<file path="config.mk">
export PLATFORM = sky130hd
export DESIGN_NAME = gpio_irq_top
export DESIGN_NICKNAME = d
export VERILOG_FILES = /design/src/rtl/gpio_irq_pkg.sv /design/src/rtl/gpio_irq_ctrl.sv /design/src/rtl/gpio_irq_datapath.sv /design/src/rtl/gpio_irq_top.sv
export SDC_FILE = /design/constraint.sdc
export NUM_CORES = 1
export LEC_CHECK = 0
export BUFFER_PORTS_ARGS = -buffer_cell sky130_fd_sc_hd__buf_2
export CAP_MARGIN = 20
export CORE_AREA = 4 4 231 233
export CTS_CLUSTER_DIAMETER = 50
export CTS_CLUSTER_SIZE = 40
export DETAILED_ROUTE_END_ITERATION = 16
export DIE_AREA = 0 0 235 237
export GPL_TIMING_DRIVEN = 0
export PLACE_DENSITY = 0.51
export RECOVER_POWER = 25
export SETUP_SLACK_MARGIN = 0.1
export SLEW_MARGIN = 20
export SYNTH_ARGS = -nofsm -noshare
export SYNTH_HDL_FRONTEND = slang
export SYNTH_SLANG_ARGS = --single-unit
</file>
<file path="constraint.sdc">
create_clock -name clk -period 2.42 [get_ports clk]
set_clock_uncertainty 0.1 [all_clocks]
set_input_delay 0.121 -clock clk [delete_from_list [all_inputs] [get_ports clk]]
set_output_delay 0.121 -clock clk [all_outputs]
set_load 0.005 [all_outputs]
</file>
<file path="src/rtl/gpio_irq_pkg.sv">
package gpio_irq_pkg;

  localparam int ADDR_W = 4;

  typedef enum logic [ADDR_W-1:0] {
    A_DIR  = 4'd0,
    A_PIN  = 4'd1,
    A_SET  = 4'd2,
    A_CLR  = 4'd3,
    A_EN   = 4'd4,
    A_MASK = 4'd5,
    A_RAW  = 4'd6,
    A_MSKD = 4'd7,
    A_ACK  = 4'd8,
    A_METH = 4'd9,
    A_BOTH = 4'd10,
    A_POL  = 4'd11
  } regAddr_e;

  // write strobes from control to datapath, plus the read selector
  typedef struct packed {
    logic              wrDir;
    logic              wrSet;
    logic              wrClr;
    logic              wrEn;
    logic              wrMask;
    logic              wrAck;
    logic              wrMeth;
    logic              wrBoth;
    logic              wrPol;
    logic [ADDR_W-1:0] rdSel;
  } ctrlStrobe_t;

endpackage

</file>
<file path="src/rtl/gpio_irq_ctrl.sv">
module gpio_irq_ctrl
  import gpio_irq_pkg::*;
(
  input  logic              clk,
  input  logic              rstN,
  input  logic              busWrEn,
  input  logic [ADDR_W-1:0] busAddr,
  output ctrlStrobe_t       strb
);

  always_comb begin
    strb       = '0;
    strb.rdSel = busAddr;
    if (busWrEn) begin
      case (busAddr)
        A_DIR:   strb.wrDir  = 1'b1;
        A_SET:   strb.wrSet  = 1'b1;
        A_CLR:   strb.wrClr  = 1'b1;
        A_EN:    strb.wrEn   = 1'b1;
        A_MASK:  strb.wrMask = 1'b1;
        A_ACK:   strb.wrAck  = 1'b1;
        A_METH:  strb.wrMeth = 1'b1;
        A_BOTH:  strb.wrBoth = 1'b1;
        A_POL:   strb.wrPol  = 1'b1;
        default: ;
      endcase
    end
  end

  logic [8:0] wrVec;
  assign wrVec = {strb.wrDir, strb.wrSet, strb.wrClr, strb.wrEn, strb.wrMask,
                  strb.wrAck, strb.wrMeth, strb.wrBoth, strb.wrPol};

  // at most one register is written per cycle
  assert_one_write_R12: assert property (@(posedge clk) disable iff (!rstN)
    $onehot0(wrVec));

  // no write strobe without a bus write
  assert_no_stray_write_R12: assert property (@(posedge clk) disable iff (!rstN)
    !busWrEn |-> (wrVec == '0));

endmodule

</file>
<file path="src/rtl/gpio_irq_datapath.sv">
module gpio_irq_datapath
  import gpio_irq_pkg::*;
#(
  parameter int NUM_PINS = 32
) (
  input  logic                clk,
  input  logic                rstN,
  input  ctrlStrobe_t         strb,
  input  logic [NUM_PINS-1:0] busWdata,
  output logic [NUM_PINS-1:0] busRdata,
  input  logic [NUM_PINS-1:0] pinIn,
  output logic [NUM_PINS-1:0] pinOut,
  output logic [NUM_PINS-1:0] pinOutEn,
  output logic                irqOut
);

  localparam logic [NUM_PINS-1:0] ALL_ZERO = '0;

  logic [NUM_PINS-1:0] dirQ, outQ, enQ, maskQ, methQ, bothQ, polQ;
  logic [NUM_PINS-1:0] syncA, syncB, prevQ, rawQ, rawNext;
  logic [NUM_PINS-1:0] ackBits, maskedSt;
  logic                irqQ;

  assign ackBits  = strb.wrAck ? busWdata : ALL_ZERO;
  assign maskedSt = rawQ & enQ & ~maskQ;

  // per-pin trigger evaluation
  for (genvar p = 0; p < NUM_PINS; p++) begin : g_pin
    logic riseEv, fallEv, edgeHit, lvlAct;
    assign riseEv  = syncB[p] & ~prevQ[p];
    assign fallEv  = ~syncB[p] & prevQ[p];
    assign lvlAct  = syncB[p] ^ polQ[p];
    assign edgeHit = bothQ[p] ? (riseEv | fallEv)
                              : (polQ[p] ? fallEv : riseEv);
    assign rawNext[p] = methQ[p] ? lvlAct
                                 : (edgeHit | (rawQ[p] & ~ackBits[p]));
  end

  // input synchroniser and edge history
  always_ff @(posedge clk) begin
    if (!rstN) begin
      syncA <= '0;
      syncB <= '0;
      prevQ <= '0;
    end else begin
      syncA <= pinIn;
      syncB <= syncA;
      prevQ <= syncB;
    end
  end

  // configuration and output registers
  always_ff @(posedge clk) begin
    if (!rstN) begin
      dirQ  <= '0;
      outQ  <= '0;
      enQ   <= '0;
      maskQ <= '0;
      methQ <= '0;
      bothQ <= '0;
      polQ  <= '0;
    end else begin
      if (strb.wrDir)  dirQ  <= busWdata;
      if (strb.wrEn)   enQ   <= busWdata;
      if (strb.wrMask) maskQ <= busWdata;
      if (strb.wrMeth) methQ <= busWdata;
      if (strb.wrBoth) bothQ <= busWdata;
      if (strb.wrPol)  polQ  <= busWdata;
      if (strb.wrSet)      outQ <= outQ | busWdata;
      else if (strb.wrClr) outQ <= outQ & ~busWdata;
    end
  end

  // status and combined interrupt
  always_ff @(posedge clk) begin
    if (!rstN) begin
      rawQ <= '0;
      irqQ <= 1'b0;
    end else begin
      rawQ <= rawNext;
      irqQ <= |maskedSt;
    end
  end

  assign pinOut   = outQ;
  assign pinOutEn = dirQ;
  assign irqOut   = irqQ;

  always_comb begin
    case (strb.rdSel)
      A_DIR:   busRdata = dirQ;
      A_PIN:   busRdata = syncB;
      A_EN:    busRdata = enQ;
      A_MASK:  busRdata = maskQ;
      A_RAW:   busRdata = rawQ;
      A_MSKD:  busRdata = maskedSt;
      A_METH:  busRdata = methQ;
      A_BOTH:  busRdata = bothQ;
      A_POL:   busRdata = polQ;
      default: busRdata = '0;
    endcase
  end

  // set port raises every selected pin
  assert_set_pins_R3: assert property (@(posedge clk) disable iff (!rstN)
    strb.wrSet |=> ((pinOut & $past(busWdata)) == $past(busWdata)));

  // clear port lowers every selected pin
  assert_clr_pins_R3: assert property (@(posedge clk) disable iff (!rstN)
    strb.wrClr |=> ((pinOut & $past(busWdata)) == ALL_ZERO));

  // output enables move only on a direction write
  assert_dir_hold_R2: assert property (@(posedge clk) disable iff (!rstN)
    !strb.wrDir |=> $stable(pinOutEn));

  // a latched edge-mode status bit survives until acknowledged
  assert_edge_sticky_R9: assert property (@(posedge clk) disable iff (!rstN)
    (($past(rawQ) & ~$past(methQ) & ~$past(ackBits) & ~rawQ) == ALL_ZERO));

  // no interrupt one cycle after all enables are off
  assert_irq_quiet_R11: assert property (@(posedge clk) disable iff (!rstN)
    (enQ == ALL_ZERO) |=> !irqOut);

endmodule

</file>
<file path="src/rtl/gpio_irq_top.sv">
module gpio_irq_top
  import gpio_irq_pkg::*;
#(
  parameter int NUM_PINS = 32
) (
  input  logic                clk,
  input  logic                rstN,
  input  logic                busWrEn,
  input  logic [ADDR_W-1:0]   busAddr,
  input  logic [NUM_PINS-1:0] busWdata,
  output logic [NUM_PINS-1:0] busRdata,
  input  logic [NUM_PINS-1:0] pinIn,
  output logic [NUM_PINS-1:0] pinOut,
  output logic [NUM_PINS-1:0] pinOutEn,
  output logic                irqOut
);

  ctrlStrobe_t strb;

  gpio_irq_ctrl u_ctrl (
    .clk     (clk),
    .rstN    (rstN),
    .busWrEn (busWrEn),
    .busAddr (busAddr),
    .strb    (strb)
  );

  gpio_irq_datapath #(.NUM_PINS(NUM_PINS)) u_dp (
    .clk      (clk),
    .rstN     (rstN),
    .strb     (strb),
    .busWdata (busWdata),
    .busRdata (busRdata),
    .pinIn    (pinIn),
    .pinOut   (pinOut),
    .pinOutEn (pinOutEn),
    .irqOut   (irqOut)
  );

endmodule

</file>
==> metrics.md <==
| Metric | Value |
|---|---|
| Input/output buffers | about 130 |
| EDFF count, synth | 0 |
| Antenna cells | 0 |
| Crit-path max FO | 10 |
| Prevailing post-synth register cell | dfxtp_1 |
| HPWL Detailed | 45.15 mm |
| CTS HTree Levels | 2 |
| Global router's overall resource usage | 0.2279 |
| IO Count | 168 |
| Drt initial violations | ~1.8k |
| Top-count cell post-synth | nand2_1 |
| Synth cell types | 41 |
| Int Power | 0.01021 W |
| First-pass GRT wire length | 95.61 mm |
| Average footprint of a synthesized cell | 8.555 um^2 |
| Initial antenna violation count | 3 |
| Syn Nets | around 2.0k |
| Asr flop ratio synth | 0 |
| Residual DRC | 0 |
| Slew Limit Fails | 0 |
| Share of cells above drive strength 1 | 0.1298 |
| P per Cell Area | ~720 nW/um^2 |
| CP endpoint kind | output pin |
| Initial Util | 0.3070 |
| Sw Pwr | between 0.003 and 0.004 W |
| Worst reg-to-reg path cell count | 4 |
| Vias/cell | 5.403 |
| Grt ovf | 0 |
| Clock sinks | 353 |
| Fin nets | about 2.2k |
| Post-synthesis sequential area ratio | 0.4496 |
| P_leak | 6.856 nW |
| Die Ht | 237 um |
| Worst Setup Start Kind | input port |
| Final worst path period share | 0.9642 |
| Vias | 15.12k |
| Yosys reg bits | 353 |
| Avg WL per Cell | between 20 and 25 um |
| Clock Tree Buf Depth | 3 |
| Dpl ws | -0.5438 ns |
| Root Driver | clkbuf_16 |
| Die footprint | 55700 um^2 |
| Critical path required time | 2.20 ns |
| Maxcap violations | 0 |
| Final non-filler cell total | 2798 |
| Worst hold path type | input port to flop |
| Critical path class | input port to output pin |
| Min Tclk post-route | 2.333 ns |
| Flop-to-flop setup slack | 0.53 ns |
| Largest net degree at the start of global routing | 18 |
| Flop pwr share | 0.438 |
| Routed Antenna Nets | 0 |
| Crit path DAT | 2.11 ns |
| First-pass detailed-route iteration total | 7 |
| Sw Ratio | 0.2667 |
| Setup tns final | 0 ns |
| Final setup vio count | 0 |
| Top cells by area, synth | dfxtp_1, nand2_1, a21oi_1, ha_1, mux2i_1 |
| Maximum VDD drop | 0.3975 mV |
| WL final | 66.48 mm |
| RePlAce Congestion | between 0.9 and 1 |
| Reg2reg end | u_dp.irqOut |
| Skew-Pair Late Insertion Delay | 0.58 ns |
| R2r startpoint | u_dp.maskQ[15] |
| Horiz. Die Dim | 235 um |
| RSZ-0062 raised after global routing | no |
| Combinational share of power | 0.073 |
| Commonest cells post-synth | nand2_1, dfxtp_1, a21oi_1 |
| Cell count after synthesis | 1837 |
| DP Cell Count | 2651 |
| YS warnings | 0 |
| Yosys top cell area share | 0.4496 |
| Area grow syn2layout | 23.64% |
| Fillers | roughly 5.2k |
| CP Capture Point | busRdata[8] |
| Slew headroom | 0.3558 |
| Final Hold Vio Count | 0 |
| Vias in the first global route | ~14k |
| CTS Buf Count | 42 |
| Synth Cell Area | 15720 um^2 |
| Core footprint | 51200 um^2 |
| Final WS setup | 0.08654 ns |
| Status | finished clean |
| Row count | 83 |
| Clock share of power | 0.489 |
| Critical path origin | busAddr[3] |
| CTS tree | done |
| Worst slew pin tran | 0.9663 ns |
| Clk slew on worst S/H paths | roughly 0.06 ns |
| Synth area leader | dfxtp_1 |
| FMAX | about 430 MHz |
[area by class of cell]
cell class                 count  area [um^2]  share of cell area
multi-input combinational   1256         7647              0.3935
sequential                   353         7067              0.3637
timing repair buffer         204         1330             0.06844
clock buffer                  50         1162             0.05982
tap                          680        850.8             0.04378
buffer                       163        800.8             0.04121
clock inverter                27        330.3             0.01700
inverter                      65        244.0             0.01256
[cell families (layout without fill, tap and decap cells)]
logic type               count (synthesis)  count (layout)  synth area share
AND/OR/NAND/NOR                        639             639            0.1888
flip-flops                             353             353            0.4496
AO/OA/AOI/OAI                          457             457            0.1877
buffers and inverters                  228             509           0.06433
adder cells (fa/ha/maj)                 64              64           0.05095
XOR/XNOR                                32              32           0.01783
multiplexers                            64              64           0.04076
[flip-flops by register name (all words and copies together) (netlist names), named ones only]
name and count:
u_dp.polQ 32, u_dp.pinOutEn 32, u_dp.rawQ 32, u_dp.enQ 32
u_dp.prevQ 32, u_dp.methQ 32, u_dp.syncA 32, u_dp.maskQ 32
u_dp.irqOut 1, u_dp.bothQ 32, u_dp.syncB 32
[layer usage]
metal  GRT usage  routed length, um  up-vias
met2      0.3585              29800      753
met5           0                 27        -
met3     0.05148               5874      164
met1      0.3010              27760     7279
met4     0.09900               3010        4
li1            -                  -     6917
[through the flow]
step / util / power, W / cell area (um^2) / hold WS, ns
floorplan: - / 0.006705 / 15720 / 0.1483
global placement: 0.3367 / 0.007121 / 17240 / 0.2321
detailed placement: 0.3367 / 0.007142 / 17240 / 0.2330
CTS: 0.3800 / 0.01401 / 19450 / 0.05891
global route: 0.3796 / 0.01435 / 19430 / 0.07440
finish: 0.3796 / 0.01393 / 19430 / 0.09409
[power by group through the flow]
stage	clock network, W	logic [W]	registers (W)
after floorplan	0	0.000527	0.00618
after global placement	0	0.000904	0.00622
after detailed placement	0	0.000921	0.00622
after CTS	0.00691	0.00101	0.00609
after global routing	0.00715	0.00109	0.00611
final	0.00681	0.00102	0.00609
[worst max-delay path, cell delays in order]
cell and delay (ns):
buf_2 0.14, buf_4 0.24, and4bb_2 0.26, clkbuf_1 0.21, clkbuf_2 0.34, a22oi_1 0.35
nand4_1 0.24, buf_2 0.20
[cell usage in the layout, fill, tap and decap left out, types with 6 or more instances in the layout]
cell	n
nand3_1	44
buf_2	149
a311oi_1	32
nand3b_1	17
mux2i_1	64
a22oi_1	56
clkbuf_8	6
clkbuf_2	7
a21oi_1	235
o21ai_0	14
a221oi_1	6
inv_6	7
buf_4	23
dfxtp_1	353
and2_1	52
clkbuf_1	108
dlygate4sd3_1	64
nor3_1	11
a211o_1	6
inv_1	65
a211oi_1	64
and2_0	18
a22o_1	6
nor2_1	43
a222oi_1	32
nand4_1	22
buf_6	7
nor3b_1	11
xnor2_1	32
nand2_1	406
ha_1	64
clkbuf_16	43
[repair_timing]
action | in CTS | in global routing
pin swaps | 3 | 0
hold buffers | 64 | 0
resized for setup | 19 | 5
setup endpoints to repair | 32 | 9
buffers inserted | 6 | 0
hold endpoints to repair | 250 | 0
[how the worst min path moves through the flow]
stage / startpoint / to / slack (ns) / cells after the start
2_1_floorplan: pinIn[0] / u_dp.syncA[0] / 0.15 / 1
3_3_place_gp: pinIn[28] / u_dp.syncA[28] / 0.23 / 2
3_5_place_dp: pinIn[10] / u_dp.syncA[10] / 0.23 / 2
4_1_cts: busAddr[0] / flop / 0.06 / 3
5_1_grt: busAddr[0] / flop / 0.07 / 3
6_report: busAddr[0] / flop / 0.09 / 3
(Power assumes the default switching activity.)
